==> src/rtl/lsu_align_pkg.sv <==
package lsu_align_pkg;
  typedef enum logic [1:0] {
    SZ_BYTE     = 2'b00,
    SZ_HALF     = 2'b01,
    SZ_WORD     = 2'b10,
    SZ_WORD_ALT = 2'b11
  } acc_size_e;
endpackage

==> src/rtl/be_ea_calc.sv <==
module be_ea_calc #(
  parameter int ADDR_W = 32,
  parameter int OFF_W  = 16,
  parameter int LSB_W  = 2
) (
  input  logic [ADDR_W-1:0] base,
  input  logic [OFF_W-1:0]  disp,
  input  logic [1:0]        size,
  output logic [ADDR_W-1:0] word_addr,
  output logic [LSB_W-1:0]  lane_off,
  output logic              bad_align
);
  import lsu_align_pkg::*;

  logic [ADDR_W-1:0] ea;

  assign ea        = base + {{(ADDR_W-OFF_W){disp[OFF_W-1]}}, disp};
  assign lane_off  = ea[LSB_W-1:0];
  assign word_addr = {ea[ADDR_W-1:LSB_W], {LSB_W{1'b0}}};

  always_comb begin
    case (size)
      SZ_BYTE: bad_align = 1'b0;
      SZ_HALF: bad_align = ea[0];
      default: bad_align = |ea[LSB_W-1:0];
    endcase
  end
endmodule

==> src/rtl/be_store_lanes.sv <==
module be_store_lanes #(
  parameter int DATA_W = 32,
  localparam int LANES = DATA_W / 8,
  localparam int LSB_W = $clog2(LANES)
) (
  input  logic              en,
  input  logic [1:0]        size,
  input  logic [LSB_W-1:0]  lane_off,
  input  logic [DATA_W-1:0] wdata_in,
  output logic [LANES-1:0]  be,
  output logic [DATA_W-1:0] wdata_out
);
  import lsu_align_pkg::*;

  for (genvar j = 0; j < LANES; j++) begin : g_lane
    logic       hit;
    logic [7:0] lane_byte;

    always_comb begin
      hit       = 1'b0;
      lane_byte = '0;
      case (size)
        SZ_BYTE: begin
          if (lane_off == LSB_W'(j)) begin
            hit       = 1'b1;
            lane_byte = wdata_in[7:0];
          end
        end
        SZ_HALF: begin
          if (lane_off == LSB_W'(j)) begin
            hit       = 1'b1;
            lane_byte = wdata_in[15:8];
          end else if ((lane_off + LSB_W'(1)) == LSB_W'(j)) begin
            hit       = 1'b1;
            lane_byte = wdata_in[7:0];
          end
        end
        default: begin
          hit       = 1'b1;
          lane_byte = wdata_in[DATA_W-1-8*j -: 8];
        end
      endcase
    end

    assign be[LANES-1-j]                 = en & hit;
    assign wdata_out[DATA_W-1-8*j -: 8] = (en & hit) ? lane_byte : 8'h00;
  end
endmodule

==> src/rtl/be_load_extract.sv <==
module be_load_extract #(
  parameter int DATA_W = 32,
  localparam int LANES = DATA_W / 8,
  localparam int LSB_W = $clog2(LANES)
) (
  input  logic              en,
  input  logic [1:0]        size,
  input  logic              zero_ext,
  input  logic [LSB_W-1:0]  lane_off,
  input  logic [DATA_W-1:0] rdata,
  output logic [DATA_W-1:0] ldata
);
  import lsu_align_pkg::*;

  logic [7:0] lane [LANES];

  for (genvar j = 0; j < LANES; j++) begin : g_split
    assign lane[j] = rdata[DATA_W-1-8*j -: 8];
  end

  logic [7:0]  b_val;
  logic [15:0] h_val;

  assign b_val = lane[lane_off];
  assign h_val = {lane[lane_off], lane[lane_off + LSB_W'(1)]};

  always_comb begin
    ldata = '0;
    if (en) begin
      case (size)
        SZ_BYTE: ldata = {{(DATA_W-8){~zero_ext & b_val[7]}}, b_val};
        SZ_HALF: ldata = {{(DATA_W-16){~zero_ext & h_val[15]}}, h_val};
        default: ldata = rdata;
      endcase
    end
  end
endmodule

==> src/rtl/be_lsu_align.sv <==
module be_lsu_align #(
  parameter int ADDR_W = 32,
  parameter int DATA_W = 32,
  parameter int OFF_W  = 16,
  localparam int LANES = DATA_W / 8,
  localparam int LSB_W = $clog2(LANES)
) (
  input  logic              req_valid,
  input  logic              req_store,
  input  logic [1:0]        req_size,
  input  logic              req_unsigned,
  input  logic [ADDR_W-1:0] base_addr,
  input  logic [OFF_W-1:0]  offset,
  input  logic [DATA_W-1:0] store_data,
  output logic [ADDR_W-1:0] mem_addr,
  output logic              mem_wr_en,
  output logic              mem_rd_en,
  output logic [LANES-1:0]  mem_be,
  output logic [DATA_W-1:0] mem_wdata,
  input  logic [DATA_W-1:0] mem_rdata,
  output logic [DATA_W-1:0] load_data,
  output logic              misalign
);
  import lsu_align_pkg::*;

  logic [LSB_W-1:0] lane_off;
  logic             bad_align;

  be_ea_calc #(.ADDR_W(ADDR_W), .OFF_W(OFF_W), .LSB_W(LSB_W)) u_ea (
    .base      (base_addr),
    .disp      (offset),
    .size      (req_size),
    .word_addr (mem_addr),
    .lane_off  (lane_off),
    .bad_align (bad_align)
  );

  assign misalign  = req_valid & bad_align;
  assign mem_wr_en = req_valid & req_store & ~bad_align;
  assign mem_rd_en = req_valid & ~req_store & ~bad_align;

  be_store_lanes #(.DATA_W(DATA_W)) u_st (
    .en        (mem_wr_en),
    .size      (req_size),
    .lane_off  (lane_off),
    .wdata_in  (store_data),
    .be        (mem_be),
    .wdata_out (mem_wdata)
  );

  be_load_extract #(.DATA_W(DATA_W)) u_ld (
    .en       (mem_rd_en),
    .size     (req_size),
    .zero_ext (req_unsigned),
    .lane_off (lane_off),
    .rdata    (mem_rdata),
    .ldata    (load_data)
  );

  always_comb begin
    if (misalign) begin
      p_no_access_on_misalign_r3: assert (!mem_wr_en && !mem_rd_en)
        else $error("access issued on misaligned request");
    end
    if (!mem_wr_en) begin
      p_be_idle_r4: assert (mem_be == '0)
        else $error("byte enables active without write");
    end
    if (mem_wr_en && req_size == SZ_BYTE) begin
      p_byte_one_lane_r4: assert ($countones(mem_be) == 1)
        else $error("byte store must enable one lane");
    end
    if (mem_wr_en && req_size[1]) begin
      p_word_passthru_r5: assert (mem_wdata == store_data && mem_be == '1)
        else $error("word store altered data or enables");
    end
    if (!mem_rd_en) begin
      p_load_quiet_r8: assert (load_data == '0)
        else $error("load data nonzero without read");
    end
  end
endmodule

==> config.mk <==
export PLATFORM = sky130hd
export DESIGN_NAME = be_lsu_align
export DESIGN_NICKNAME = d
export VERILOG_FILES = /design/src/rtl/lsu_align_pkg.sv /design/src/rtl/be_ea_calc.sv /design/src/rtl/be_store_lanes.sv /design/src/rtl/be_load_extract.sv /design/src/rtl/be_lsu_align.sv
export SDC_FILE = /design/constraint.sdc
export NUM_CORES = 1
export LEC_CHECK = 0
export BUFFER_PORTS_ARGS = -buffer_cell sky130_fd_sc_hd__buf_2
export CAP_MARGIN = 10
export CORE_MARGIN = 3
export CORE_UTILIZATION = 49
export DETAILED_ROUTE_END_ITERATION = 12
export PLACE_DENSITY = 0.9
export REMOVE_ABC_BUFFERS = 1
export SYNTH_ARGS = -nofsm -noshare
export SYNTH_HDL_FRONTEND = slang
export SYNTH_SLANG_ARGS = --single-unit
==> constraint.sdc <==
create_clock -name vclk -period 10.9
set_input_delay 1.635 -clock vclk [all_inputs]
set_output_delay 1.635 -clock vclk [all_outputs]
set_load 0.03 [all_outputs]
==> results.toml <==
[power]
p_per_area_mw_per_mm2 = 78.5
power.switching_w = 0.000232
internal-power_w = 0.000127
combPwrFrac_pct = 100.0
power_frac_clock_pct = 0
p_sw_share_pct = 64.6
irDropWorstVdd_mv = 0.0605
share_seq_of_total_power_pct = 0
p_leak_nw = 2.44
power_w = 0.000360

[synth]
yosysSeqAreaShare_pct = 0
synth_top_cell_by_area = "ha_1"
netlist_instances = 540
syn_avg_cell_area_um2 = 6.50
synthTopCellsByArea = "ha_1 14%, a21oi_1 9.0%, nor2_1 7.3%, nand2_1 5.5%, mux4_2 5.1%"
yosys_warnings = 0
netlist_area_mm2 = 0.00351
synth_cell_types = 56
netlist.area_leader.share_pct = 13.9

[final_layout]
layout_commonest_cell = "buf_2"
area_growth_pct = 30.5
regArea_um2 = 0
final_area_mm2 = 0.00458
fin_nets = 882
n_antenna_cell = 0
seq_cell_count = 0
fillers = 636
final_cell_mix = "218 x buf_2, 68 x nor2_1, 63 x a21oi_1"
clkbuf_count = 0
multi_input_area_mm2 = 0.00321
final-instance-count-excl-fill = 819
drive_gt1_share_pct = 33.6

[placed_design]
routabilityCongestion = 0.944
portBuffers = 218
place_area_mm2 = 0.00458
hpwlAfterDp_mm = 11.0
numPlacedInstances = 819

[global_route]
grt.overflow.total = 0
grt_max_degree = 59
antenna_found_initial = 0
grt_pass1_wl_mm = 22.4
grt_pass1_vias = 4860
track_usage_pct = 31.0

[floorplan]
pin_count = 220
die_w_um = 90.7
core_area_mm2 = 0.00687
std_cell_rows = 30
start_util_pct = 51.1
die-area_mm2 = 0.00822
die_height_um = 90.7

[min_path]
hp-class = "input port to output port"
worstHoldPathCells = 4
min_to = "load_data[29]"
hp-start = "mem_rdata[29]"

[run]
cap_violations = 0

[setup_path]
path_class = "input port to output port"
critPathLaunchType = "input port"
path_buf_inv = 4
worstPathMaxFanout = 17
cp.arrival_ns = 4.88
cp.depth = 11
path_cells = "buf_2 > ha_1 > inv_1 > fa_1 > ha_1 > nand2b_1 > nand4_2 > inv_1 > o21ai_2 > a21oi_1 > buf_2"
cp_slowest_stage_delay_ns = 0.88
end_kind = "output port"
slowest_stage = "fa_1"
path_delay_family = "adder cells"
worst_ep_required_time_ns = 9.27

[timing]
fin_tns_setup_ns = 0
fmaxAchievable_mhz = 154
rsz0062_at_grt = "false"
whs_ns = 3.66
final.min_clock_period_ns = 6.51
final-max-slew-violation-count = 0
finalCritPeriodShare_pct = 59.8
relSlewSlack_pct = 29.8
setup_viol = 0
tightest_slew_ns = 1.04
hold_viol = 0

[clock_network]
hold_buffers = 0
post_cts_resized = 0
post_cts_buffers = 0

[drt]
first_pass_iters = 8
avgViaCountPerCell = 6.09
wl_per_cell_um = 16.5
drcViolationCount = 0
ant_nets = 0
dr_total_vias = 4989
drtIter0Drc = 319
routed_wirelength_mm = 13.5

[status]
status = "finished, final reports clean"
## kinds of logic after synthesis
| group | count (synthesis) | synth area share [%] |
|---|---|---|
| xor gates and xnor gates | 31 | 7.73 |
| buffers and inverters | 77 | 8.80 |
| adders and majority gates | 40 | 14.5 |
| AOI/OAI and AO/OA | 210 | 41.1 |
| other | 1 | 0.107 |
| and+or+nand+nor | 167 | 20.9 |
| muxes | 14 | 6.84 |
## how the worst max path moves through the flow
stage                            start             to  slack [ns]
after CTS                 base_addr[0]  mem_wdata[10]        4.42
final                     base_addr[0]  load_data[25]        4.39
after floorplan              offset[0]  mem_wdata[10]        4.58
after global placement       offset[0]  mem_wdata[10]        4.63
after detailed placement  base_addr[0]  mem_wdata[10]        4.44
after global routing         offset[0]  load_data[30]        4.16
## power groups by stage
stage,logic (W),registers (W),clock network (W)
floorplan,0.000249,0,0
CTS,0.000355,0,0
global route,0.000388,0,0
detailed placement,0.000353,0,0
global placement,0.000347,0,0
finish,0.000360,0,0
## layer usage
metal	GRT usage [%]	wire length, um	vias up
met3	4.33	1100	50
li1	-	-	2382
met2	57.5	6790	297
met4	10.3	448	0
met1	36.1	5170	2260
met5	0	0	-
## through the flow
stage | worst slack [ns] | util (%)
2_1_floorplan | 4.58 | -
3_3_place_gp | 4.63 | 66.7
3_5_place_dp | 4.44 | 66.7
4_1_cts | 4.42 | 66.7
5_1_grt | 4.16 | 66.7
6_report | 4.39 | 66.7
## cell usage after synthesis (10+ instances only)
cell type	instances
a21oi_1	63
ha_1	39
a22oi_1	22
nor3_1	10
xor2_1	12
a222oi_1	17
clkbuf_1	23
inv_1	37
nor2_1	68
o21ai_0	30
nand2_1	51
xnor2_1	19
a21o_1	14
## area by class of cell
class	instances	share of cell area, %
Tap cell	96	2.62
Multi-Input combinational cell	464	70.0
Inverter	38	3.11
Timing Repair Buffer	221	24.3
Power figures use the tool's default switching activity.
